`src/rtl/wrc_pkg.sv`:
```
package wrc_pkg;
    typedef enum logic [1:0] {
        TK_PLAIN = 2'd0,
        TK_WIDE  = 2'd1,
        TK_PTR   = 2'd2,
        TK_MEM   = 2'd3
    } tgt_kind_e;
endpackage

```
`src/rtl/wrc_decode.sv`:
```
module wrc_decode
    import wrc_pkg::*;
#(
    parameter int ADDR_W      = 10,
    parameter int WIDE_LANES  = 4,
    parameter int MEM_LANES   = 2,
    parameter int WIDE_BASE   = 0,
    parameter int N_WIDE      = 8,
    parameter int PTR_BASE    = 64,
    parameter int N_PTR       = 4,
    parameter int MEM_BASE    = 256,
    parameter int N_MEM       = 64,
    parameter int LANE_W      = $clog2(WIDE_LANES)
) (
    input  logic [ADDR_W-1:0] addr,
    output tgt_kind_e         kind,
    output logic [ADDR_W-1:0] index,
    output logic [LANE_W-1:0] lane
);
    localparam int MEM_LW = $clog2(MEM_LANES);
    localparam logic [ADDR_W:0] W_LO = (ADDR_W+1)'(WIDE_BASE);
    localparam logic [ADDR_W:0] W_HI = (ADDR_W+1)'(WIDE_BASE + N_WIDE*WIDE_LANES);
    localparam logic [ADDR_W:0] P_LO = (ADDR_W+1)'(PTR_BASE);
    localparam logic [ADDR_W:0] P_HI = (ADDR_W+1)'(PTR_BASE + N_PTR*WIDE_LANES);
    localparam logic [ADDR_W:0] M_LO = (ADDR_W+1)'(MEM_BASE);
    localparam logic [ADDR_W:0] M_HI = (ADDR_W+1)'(MEM_BASE + N_MEM*MEM_LANES);

    logic [ADDR_W:0]   a_ext;
    logic              in_wide, in_ptr, in_mem;
    logic [ADDR_W-1:0] off_w, off_p, off_m;

    always_comb begin
        a_ext   = {1'b0, addr};
        in_wide = (a_ext >= W_LO) && (a_ext < W_HI);
        in_ptr  = (a_ext >= P_LO) && (a_ext < P_HI);
        in_mem  = (a_ext >= M_LO) && (a_ext < M_HI);
        off_w   = addr - W_LO[ADDR_W-1:0];
        off_p   = addr - P_LO[ADDR_W-1:0];
        off_m   = addr - M_LO[ADDR_W-1:0];

        kind  = TK_PLAIN;
        index = addr;
        lane  = '0;
        if (in_wide) begin
            kind  = TK_WIDE;
            index = off_w >> LANE_W;
            lane  = off_w[LANE_W-1:0];
        end else if (in_ptr) begin
            kind  = TK_PTR;
            index = off_p >> LANE_W;
            lane  = off_p[LANE_W-1:0];
        end else if (in_mem) begin
            kind  = TK_MEM;
            index = off_m >> MEM_LW;
            lane  = LANE_W'(off_m[MEM_LW-1:0]);
        end
    end
endmodule

```
`src/rtl/wrc_lane_merge.sv`:
```
module wrc_lane_merge #(
    parameter int DW_W   = 32,
    parameter int LANES  = 4,
    parameter int LANE_W = $clog2(LANES)
) (
    input  logic [LANES*DW_W-1:0] base_data,
    input  logic [LANES-1:0]      base_mask,
    input  logic [LANE_W-1:0]     lane,
    input  logic [DW_W-1:0]       wdata,
    output logic [LANES*DW_W-1:0] out_data,
    output logic [LANES-1:0]      out_mask
);
    for (genvar g = 0; g < LANES; g++) begin : g_lane
        logic hit;
        assign hit = (lane == LANE_W'(g));
        assign out_data[g*DW_W +: DW_W] = hit ? wdata : base_data[g*DW_W +: DW_W];
        assign out_mask[g] = hit | base_mask[g];
    end
endmodule

```
`src/rtl/wrc_stage.sv`:
```
module wrc_stage
    import wrc_pkg::*;
#(
    parameter int ADDR_W     = 10,
    parameter int DW_W       = 32,
    parameter int WIDE_LANES = 4,
    parameter int MEM_LANES  = 2,
    parameter int LANE_W     = $clog2(WIDE_LANES)
) (
    input  logic                       clk,
    input  logic                       rst_n,
    input  logic                       wr_valid,
    input  tgt_kind_e                  in_kind,
    input  logic [ADDR_W-1:0]          in_index,
    input  logic [LANE_W-1:0]          in_lane,
    input  logic [DW_W-1:0]            in_data,
    output logic                       out_valid,
    output tgt_kind_e                  out_kind,
    output logic [ADDR_W-1:0]          out_index,
    output logic [DW_W*WIDE_LANES-1:0] out_data,
    output logic [WIDE_LANES-1:0]      buf_mask,
    output tgt_kind_e                  buf_kind,
    output logic [ADDR_W-1:0]          buf_idx
);
    localparam int WIDE_W = DW_W * WIDE_LANES;
    localparam int MEM_W  = DW_W * MEM_LANES;
    localparam int LOW_W  = WIDE_W - DW_W;
    localparam logic [LANE_W-1:0] TOP_LANE = LANE_W'(WIDE_LANES - 1);

    typedef struct packed {
        logic [WIDE_LANES-1:0] mask;
        tgt_kind_e             kind;
        logic [ADDR_W-1:0]     idx;
        logic [WIDE_W-1:0]     data;
    } stage_t;

    stage_t st_d, st_q;

    logic                  same_tgt;
    logic                  busy;
    logic [WIDE_W-1:0]     base_data, m_data;
    logic [WIDE_LANES-1:0] base_mask, m_mask;
    logic                  full;

    always_comb begin
        busy      = (st_q.mask != '0);
        same_tgt  = busy && (st_q.kind == in_kind) && (st_q.idx == in_index);
        base_data = same_tgt ? st_q.data : '0;
        base_mask = same_tgt ? st_q.mask : '0;
    end

    wrc_lane_merge #(
        .DW_W   (DW_W),
        .LANES  (WIDE_LANES),
        .LANE_W (LANE_W)
    ) u_merge (
        .base_data (base_data),
        .base_mask (base_mask),
        .lane      (in_lane),
        .wdata     (in_data),
        .out_data  (m_data),
        .out_mask  (m_mask)
    );

    always_comb begin
        st_d      = st_q;
        out_valid = 1'b0;
        out_kind  = TK_PLAIN;
        out_index = '0;
        out_data  = '0;
        full      = (in_kind == TK_WIDE) ? (&m_mask) : (&m_mask[MEM_LANES-1:0]);

        if (wr_valid) begin
            unique case (in_kind)
                TK_PLAIN: begin
                    out_valid           = 1'b1;
                    out_kind            = TK_PLAIN;
                    out_index           = in_index;
                    out_data[DW_W-1:0]  = in_data;
                end
                TK_WIDE, TK_MEM: begin
                    if (full) begin
                        out_valid = 1'b1;
                        out_kind  = in_kind;
                        out_index = in_index;
                        if (in_kind == TK_MEM) out_data[MEM_W-1:0] = m_data[MEM_W-1:0];
                        else                   out_data = m_data;
                        st_d.mask = '0;
                        st_d.kind = TK_PLAIN;
                        st_d.idx  = '0;
                        st_d.data = '0;
                    end else begin
                        st_d.mask = m_mask;
                        st_d.kind = in_kind;
                        st_d.idx  = in_index;
                        st_d.data = m_data;
                    end
                end
                TK_PTR: begin
                    if (in_lane == TOP_LANE) begin
                        out_valid = 1'b1;
                        out_kind  = TK_PTR;
                        out_index = in_index;
                        out_data[WIDE_W-1:LOW_W] = in_data;
                        if (same_tgt && (&st_q.mask[WIDE_LANES-2:0]))
                            out_data[LOW_W-1:0] = m_data[LOW_W-1:0];
                        st_d.mask = '0;
                        st_d.kind = TK_PLAIN;
                        st_d.idx  = '0;
                        st_d.data = '0;
                    end else if (!(busy && !same_tgt)) begin
                        st_d.mask = m_mask;
                        st_d.kind = TK_PTR;
                        st_d.idx  = in_index;
                        st_d.data = m_data;
                    end
                end
                default: ;
            endcase
        end
    end

    always_ff @(posedge clk or negedge rst_n) begin
        if (!rst_n) begin
            st_q.mask <= '0;
            st_q.kind <= TK_PLAIN;
            st_q.idx  <= '0;
            st_q.data <= '0;
        end else begin
            st_q <= st_d;
        end
    end

    assign buf_mask = st_q.mask;
    assign buf_kind = st_q.kind;
    assign buf_idx  = st_q.idx;
endmodule

```
`src/rtl/wr_collector.sv`:
```
module wr_collector
    import wrc_pkg::*;
#(
    parameter int ADDR_W     = 10,
    parameter int DW_W       = 32,
    parameter int WIDE_LANES = 4,
    parameter int MEM_LANES  = 2,
    parameter int WIDE_BASE  = 0,
    parameter int N_WIDE     = 8,
    parameter int PTR_BASE   = 64,
    parameter int N_PTR      = 4,
    parameter int MEM_BASE   = 256,
    parameter int N_MEM      = 64
) (
    input  logic                       clk,
    input  logic                       rst_n,
    input  logic                       wr_valid,
    input  logic [ADDR_W-1:0]          wr_addr,
    input  logic [DW_W-1:0]            wr_data,
    output logic                       cm_valid,
    output logic [1:0]                 cm_kind,
    output logic [ADDR_W-1:0]          cm_index,
    output logic [DW_W*WIDE_LANES-1:0] cm_data
);
    localparam int LANE_W = $clog2(WIDE_LANES);

    tgt_kind_e             dec_kind;
    logic [ADDR_W-1:0]     dec_index;
    logic [LANE_W-1:0]     dec_lane;
    tgt_kind_e             stg_kind;
    logic [WIDE_LANES-1:0] buf_mask;
    tgt_kind_e             buf_kind;
    logic [ADDR_W-1:0]     buf_idx;

    wrc_decode #(
        .ADDR_W     (ADDR_W),
        .WIDE_LANES (WIDE_LANES),
        .MEM_LANES  (MEM_LANES),
        .WIDE_BASE  (WIDE_BASE),
        .N_WIDE     (N_WIDE),
        .PTR_BASE   (PTR_BASE),
        .N_PTR      (N_PTR),
        .MEM_BASE   (MEM_BASE),
        .N_MEM      (N_MEM),
        .LANE_W     (LANE_W)
    ) u_dec (
        .addr  (wr_addr),
        .kind  (dec_kind),
        .index (dec_index),
        .lane  (dec_lane)
    );

    wrc_stage #(
        .ADDR_W     (ADDR_W),
        .DW_W       (DW_W),
        .WIDE_LANES (WIDE_LANES),
        .MEM_LANES  (MEM_LANES),
        .LANE_W     (LANE_W)
    ) u_stage (
        .clk       (clk),
        .rst_n     (rst_n),
        .wr_valid  (wr_valid),
        .in_kind   (dec_kind),
        .in_index  (dec_index),
        .in_lane   (dec_lane),
        .in_data   (wr_data),
        .out_valid (cm_valid),
        .out_kind  (stg_kind),
        .out_index (cm_index),
        .out_data  (cm_data),
        .buf_mask  (buf_mask),
        .buf_kind  (buf_kind),
        .buf_idx   (buf_idx)
    );

    assign cm_kind = stg_kind;
endmodule

```
`config.mk`:
```
export PLATFORM = sky130hd
export DESIGN_NAME = wr_collector
export DESIGN_NICKNAME = d
export VERILOG_FILES = /design/src/rtl/wrc_pkg.sv /design/src/rtl/wrc_decode.sv /design/src/rtl/wrc_lane_merge.sv /design/src/rtl/wrc_stage.sv /design/src/rtl/wr_collector.sv
export SDC_FILE = /design/constraint.sdc
export NUM_CORES = 1
export LEC_CHECK = 0
export BUFFER_PORTS_ARGS = -buffer_cell sky130_fd_sc_hd__buf_2
export CAP_MARGIN = 10
export CORE_AREA = 2 2 175 177
export DETAILED_ROUTE_END_ITERATION = 12
export DIE_AREA = 0 0 177 179
export PLACE_DENSITY = 0.46
export SETUP_SLACK_MARGIN = 0.1
export SYNTH_ARGS = -nofsm -noshare
export SYNTH_HDL_FRONTEND = slang
export SYNTH_SLANG_ARGS = --single-unit
```
`constraint.sdc`:
```
create_clock -name clk -period 5.8 [get_ports clk]
set_input_delay 1.16 -clock clk [delete_from_list [all_inputs] [get_ports clk]]
set_output_delay 1.16 -clock clk [all_outputs]
set_load 0.005 [all_outputs]
```
# --- Yosys cells after proc, flatten, opt, wreduce, memory -nomap -nowiden ---
# Index checks and enable logic that the tools add are counted.
word_totals:
  latchBits: 0
  ramBits: 0
  register_bits: 144
  n_memories: 0
  in_bits: 45
  mem_bits_ro: 0
  output_inout_bits: 141
  elab_cells: 79
classes:
  n_eq_ne: 9
  n_lt_le_gt_ge: 5
  shifts: 0
  n_reduce_logical: 16
  bitwise_logic: 4
  mux: 39
  div: 0
  n_addsub: 2
  n_mul: 0
ops:
  columns: ["operator", "n"]
  rows:
  - ["2-to-1 mux 128 bit", 4]
  - ["2-to-1 mux 144 bit", 3]
  - ["one-hot mux 144 bit (2 select lines)", 1]
  - ["one-hot mux 96 bit (2 select lines)", 1]
  - ["2-to-1 mux 32 bit", 4]
  - ["2-to-1 mux 96 bit", 1]
  - ["one-hot mux 32 bit (3 select lines)", 1]
  - ["2-to-1 mux 64 bit", 1]
  - ["2-to-1 mux 10 bit", 6]
  - ["one-hot mux 10 bit (3 select lines)", 1]
  - ["2-to-1 mux 2 bit", 8]
  - ["== test 10 bit", 1]
  - ["greater-or-equal comparator 10 x 7 -> 1 bit (second input constant)", 1]
  - ["greater-or-equal comparator 10 x 9 -> 1 bit (second input constant)", 1]
  - ["less-than comparator 10 x 6 -> 1 bit (second input constant)", 1]
  - ["less-than comparator 10 x 7 -> 1 bit (second input constant)", 1]
  - ["less-than comparator 10 x 9 -> 1 bit (second input constant)", 1]
  - ["subtractor 10 x 7 -> 10 bit (second input constant)", 1]
  - ["subtractor 10 x 9 -> 10 bit (second input constant)", 1]
  - ["== test 2 bit (second input constant)", 4]
  - ["logical AND 1 bit", 6]
  - ["one-hot mux 2 bit (3 select lines)", 1]
  - ["AND reduction 3 bit", 2]
  - ["2-to-1 mux 1 bit", 5]
  - ["13 further kinds", 18]

# --- Longest topological paths before layout ---
depth:
  word_depth: 15
  mapped_depth: 17
  depth_no_buf: 11

# --- By module ---
# Synthesis repeated with hierarchy kept, for this count alone.
hier_totals:
  hier_cells: 1293
  area_unflattened_um2: 11527.3
modules_own_cells:
  columns: ["mod", "instances", "area_per_inst_um2", "cells_each", "seq_area_each_um2"]
  rows:
  - ["wrc_stage", 1, 9142.5, 1083, 3603.5]
  - ["wrc_lane_merge", 1, 1889.3, 150, 0.0]
  - ["wrc_decode", 1, 495.5, 60, 0.0]

# --- Least setup slack after synthesis ---
# No wires, ideal clock.
synth_timing:
  path_kind: "input to output"
  startpoint: "input wr_addr[9]"
  endpoint: "output cm_data[111]"
  cell_stages: 15
  setup_slack_ns: -0.178
  t_required_ns: 4.640
  arrival_ns: 4.818
  n_path_buf: 4
  path_cell_list: "clkbuf_1 inv_1 ha_1 a211oi_1 mux2_2 a211oi_1 nor3_1 or4b_4 or4_1 buf_6 o41ai_4 and2_1 buf_6 buf_6 a22o_1"
synth_between:
  elab_chain_cells: 15
  elab_cells_between_ends: 45
  cone_classes: "add/sub: 2; order compare: 5; eq/ne: 8; mux: 18; bitwise: 4; reduce/logical: 8"
synth_rtl:
  columns: ["item", "line_no", "rtl"]
  rows:
  - ["start, declared", "wr_collector.sv:18", "input logic [ADDR_W-1:0] wr_addr,"]
  - ["parallel branches: the longest is 13 deep, another holds greater-or-equal comparator 10 x 9 -> 1 bit", null, null]
  - ["one-hot mux 96 bit (2 select lines) (*)", "wrc_stage.sv:74", "unique case (in_kind)"]
  - ["2-to-1 mux 128 bit (*)", "wrc_stage.sv:73", "if (wr_valid) begin"]
  - ["end, declared", "wr_collector.sv:23", "output logic [DW_W*WIDE_LANES-1:0] cm_data"]
# Every way passes the cells marked *.

# --- Final worst setup path ---
layout_timing:
  startpoint: "input wr_addr[8]"
  endpoint: "output cm_data[17]"
layout_between:
  elab_chain_cells: 15
  elab_cells_between_ends: 47
  cone_classes: "add/sub: 2; order compare: 5; eq/ne: 8; mux: 18; bitwise: 4; reduce/logical: 10"
layout_rtl:
  columns: ["item", "line_no"]
  rows:
  - ["parallel branches: the longest is 13 deep, another holds greater-or-equal comparator 10 x 9 -> 1 bit", null]
  - ["one-hot mux 32 bit (3 select lines) (*)", "wrc_stage.sv:74"]
  - ["2-to-1 mux 128 bit (*)", "wrc_stage.sv:73"]
# Marks and branches as above.

==> flow_metrics.tcl <==
set metrics [dict create \
    post_drt_wl_per_cell_um 22.4 \
    num_rows 64 \
    multi_input_area_um2 4380 \
    slowest_stage "or4_4" \
    cellLeakagePower_uw 0.00522 \
    gp_congestion 0.846 \
    dpl-instance-area_um2 10000 \
    cts-root-buf "clkbuf_16" \
    worst_hold_slack_ns 0.502 \
    avgSynthCellArea_um2 10.2 \
    synth-seq-cells 144 \
    p_per_area_nw_per_um2 255 \
    syn_area_um2 8230 \
    maxCapViolations 0 \
    final_cell_area_um2 11200 \
    critPathMaxStageDelay_ns 0.57 \
    status "finished, final reports clean" \
    syn_nets 856 \
    required_ns 4.64 \
    viasPerCell 5.43 \
    cts_tree "built" \
    critPathCaptureType "primary output" \
    finalMaxSlewViolations 0 \
    fin_setup_tns_ns 0 \
    fmax_mhz 177 \
    antenna_found_initial 0 \
    diodes 0 \
    grt_util_all_layers_pct 19.7 \
    seq_area_um2 3600 \
    peakVddDrop_mv 0.165 \
    die_h_um 179 \
    clk-insertion-delay-late_ns 0.44 \
    crit_chain "buf_12, inv_8, ha_4, a211oi_4, mux2_4, a211oi_4, nor3_2, or4b_4, or4_4, buf_4, nor3_2, o21a_2, buf_12, clkbuf_16, a22o_1, buf_2" \
    syn2layout_area_growth_pct 36.6 \
    fin_nets 1066 \
    use_met2_pct 30.3 \
    period_minus_slack_ns 5.66 \
    grt.met1_usage_pct 27.8 \
    drt_pass1_iterations 5 \
    initial_core_util_pct 27.4 \
    grt_use_met3_pct 4.35 \
    ios 186 \
    dieArea_um2 31700 \
    fin_skew_ns 0.0195 \
    grt_pass1_vias 7515 \
    drive_gt1_share_pct 38.6 \
    syn_inst 806 \
    clock_sinks 144 \
    num_vias 7737 \
    h-tree-depth 4 \
    synth-edff-count 0 \
    ctsLongestPathBuffers 2 \
    hold_class "reg2reg" \
    hold_viol 0 \
    post-route-util_pct 37.4 \
    post-route-drc-count 0 \
    grt_max_degree 102 \
    crit_buf_inv 6 \
    crit_family "simple AND/OR/NAND/NOR gates" \
    hpwl_um 21000 \
    slew_headroom_pct 35.0 \
    drtIter0Drc 687 \
    drt_wl_total_um 32000 \
    ant_nets 0 \
    top_usage_layer "met2" \
    finalSetupViolCount 0 \
    synthArstFlopShare_pct 100 \
    cts_buffers 17 \
    synth-seq-area-share_pct 43.8 \
    fillerInstances 3027 \
    synth_warnings 0 \
    core_um2 30000 \
    worst_pin_slew_ns 0.975 \
    ys.flop_type "dfrtp_1" \
    fin_crit_sh_pct 97.6 \
    clk_pin_slew_worst_paths_ns 0.06 \
    numPortBuffers 185 \
    grt-ovfl-total 0 \
    rsz0062_at_grt "true" \
    path_max_fanout 6 \
    grt_pass1_wl_um 47500 \
    die_w_um 177 \
    yosysUniqueCellTypes 70 \
    cp-start-kind "input port" \
    cp.arrival_ns 4.50 \
    critPathKind "in2out" \
]
per-layer routing:
layer  vias up  wire (um)
met5         -          0
met4         0        614
met3        32       1920
met2       254      15000
met1      3924      14400
li1       3527          -
worst register-to-register path, stage by stage (launching register included):
cell and delay [ns]:
dfrtp_1 0.42, or2_2 0.28, mux2i_1 0.14, a211oi_1 0.09
or4b_4 0.49, or4_4 0.57, buf_12 0.17, nor3_4 0.14
buf_12 0.18, buf_12 0.12, clkbuf_16 0.14, buf_4 0.10
buf_4 0.11, a21o_1 0.15, buf_4 0.32, a22o_1 0.21
final cells by class:
class | count | share of cell area [%]
inverters | 8 | 0.401
multi-input cells | 551 | 38.9
well taps | 396 | 4.41
clock inverters | 14 | 1.64
repair buffers | 294 | 18.6
clock buffers | 18 | 3.91
flip-flops and latches | 144 | 32.1
sequential cells by signal (all words and copies together) (netlist names):
name and flops:
u_stage.buf_idx 10, u_stage.buf_kind 2, u_stage.buf_mask 4, u_stage.st_q 128
power breakdown:
group / internal, uW / switching (uW) / total [uW]
Sequential: 1100 / 68.0 / 1170
Combinational: 226 / 282 / 508
Clock: 672 / 519 / 1190
cell usage after synthesis (3+ instances only):
| cell | count | area, um2 |
|---|---|---|
| nand4_1 | 4 | 25.0 |
| o2bb2ai_1 | 3 | 26.3 |
| a22oi_1 | 66 | 495 |
| or2_2 | 7 | 43.8 |
| and2_1 | 5 | 31.3 |
| a22o_1 | 178 | 1560 |
| a31oi_1 | 4 | 25.0 |
| a211oi_1 | 6 | 45.0 |
| a21o_1 | 9 | 67.6 |
| a32o_1 | 16 | 160 |
| buf_1 | 3 | 11.3 |
| clkbuf_1 | 40 | 150 |
| buf_2 | 24 | 120 |
| buf_6 | 5 | 56.3 |
| or3_1 | 3 | 18.8 |
| nand3_1 | 8 | 40.0 |
| o21ai_0 | 12 | 60.1 |
| and3_1 | 5 | 31.3 |
| nor2b_1 | 38 | 238 |
| ha_1 | 5 | 62.6 |
| xor2_1 | 3 | 26.3 |
| o31ai_1 | 13 | 97.6 |
| a21oi_1 | 8 | 40.0 |
| mux2_2 | 4 | 45.0 |
| a31o_2 | 3 | 26.3 |
| nand2_1 | 30 | 113 |
| inv_1 | 8 | 30.0 |
| nand2b_1 | 3 | 18.8 |
| nor3_2 | 4 | 40.0 |
| nor4_1 | 8 | 50.1 |
| clkbuf_2 | 30 | 150 |
| nor2_1 | 51 | 191 |
| dfrtp_1 | 144 | 3600 |
| nor3_1 | 10 | 50.1 |
metrics by stage:
stage          setup slack (ns)  total power (uW)  instances
6_report                  0.137              2870       1425
5_1_grt                  0.0155              3000       1425
4_1_cts                  0.0875              2860       1413
3_5_place_dp            -0.0760              1650       1369
3_3_place_gp             0.0160              1650       1369
2_1_floorplan             0.107              1460        806
layout by cell type (no fill, tap or decap), drive strengths merged, types with 3 or more instances in the layout:
cell type  count
buf          289
a22o         178
dfrtp        144
a22oi         66
nor2          51
nor2b         38
nand2         31
clkbuf        23
inv           18
a32o          16
nor3          15
o21ai         14
o31ai         13
nor4          11
a21o          10
a21oi         10
nand3          8
or2            7
and2           6
a211oi         6
and3           5
ha             5
nand4          4
a31oi          4
mux2           4
o2bb2ai        4
nand2b         3
a31o           3
or3            3
xor2           3
logic make-up (layout without fill, tap and decap cells):
| logic type | count (synthesis) | in the layout | synth area share, % |
|---|---|---|---|
| compound gates | 341 | 341 | 34.4 |
| simple gates | 196 | 196 | 13.5 |
| flops | 144 | 144 | 43.8 |
| buf+inv | 111 | 334 | 6.39 |
| mux | 6 | 6 | 0.791 |
| fa+ha+maj | 5 | 5 | 0.761 |
| xor+xnor | 3 | 3 | 0.319 |
worst paths after layout:
kind | startpoint | endpoint | slack, ns | depth (start not counted)
worst max-delay path | wr_addr[8] | cm_data[17] | 0.14 | 16
worst min-delay path | u_stage.st_q[45]$_DFFE_PN0P_ | u_stage.st_q[45]$_DFFE_PN0P_ | 0.50 | 1
max in group asynchronous | rst_n | u_stage.st_q[102]$_DFFE_PN0P_ | 3.77 | 2
min in group asynchronous | rst_n | u_stage.st_q[47]$_DFFE_PN0P_ | 0.86 | 1
worst min register to register | u_stage.st_q[45]$_DFFE_PN0P_ | u_stage.st_q[45]$_DFFE_PN0P_ | 0.50 | 1
worst max register to register | u_stage.buf_kind[1]$_DFFE_PN0P_ | u_stage.st_q[70]$_DFFE_PN0P_ | 2.11 | 15
repair_timing:
item,in CTS,in global routing
pin swaps,9,19
hold buffers,0,0
setup buffers,10,7
cloned,2,5
endpoints found under the setup margin,127,139
gates resized for setup,18,39
Note: power is estimated with default switching activity, not from simulation.
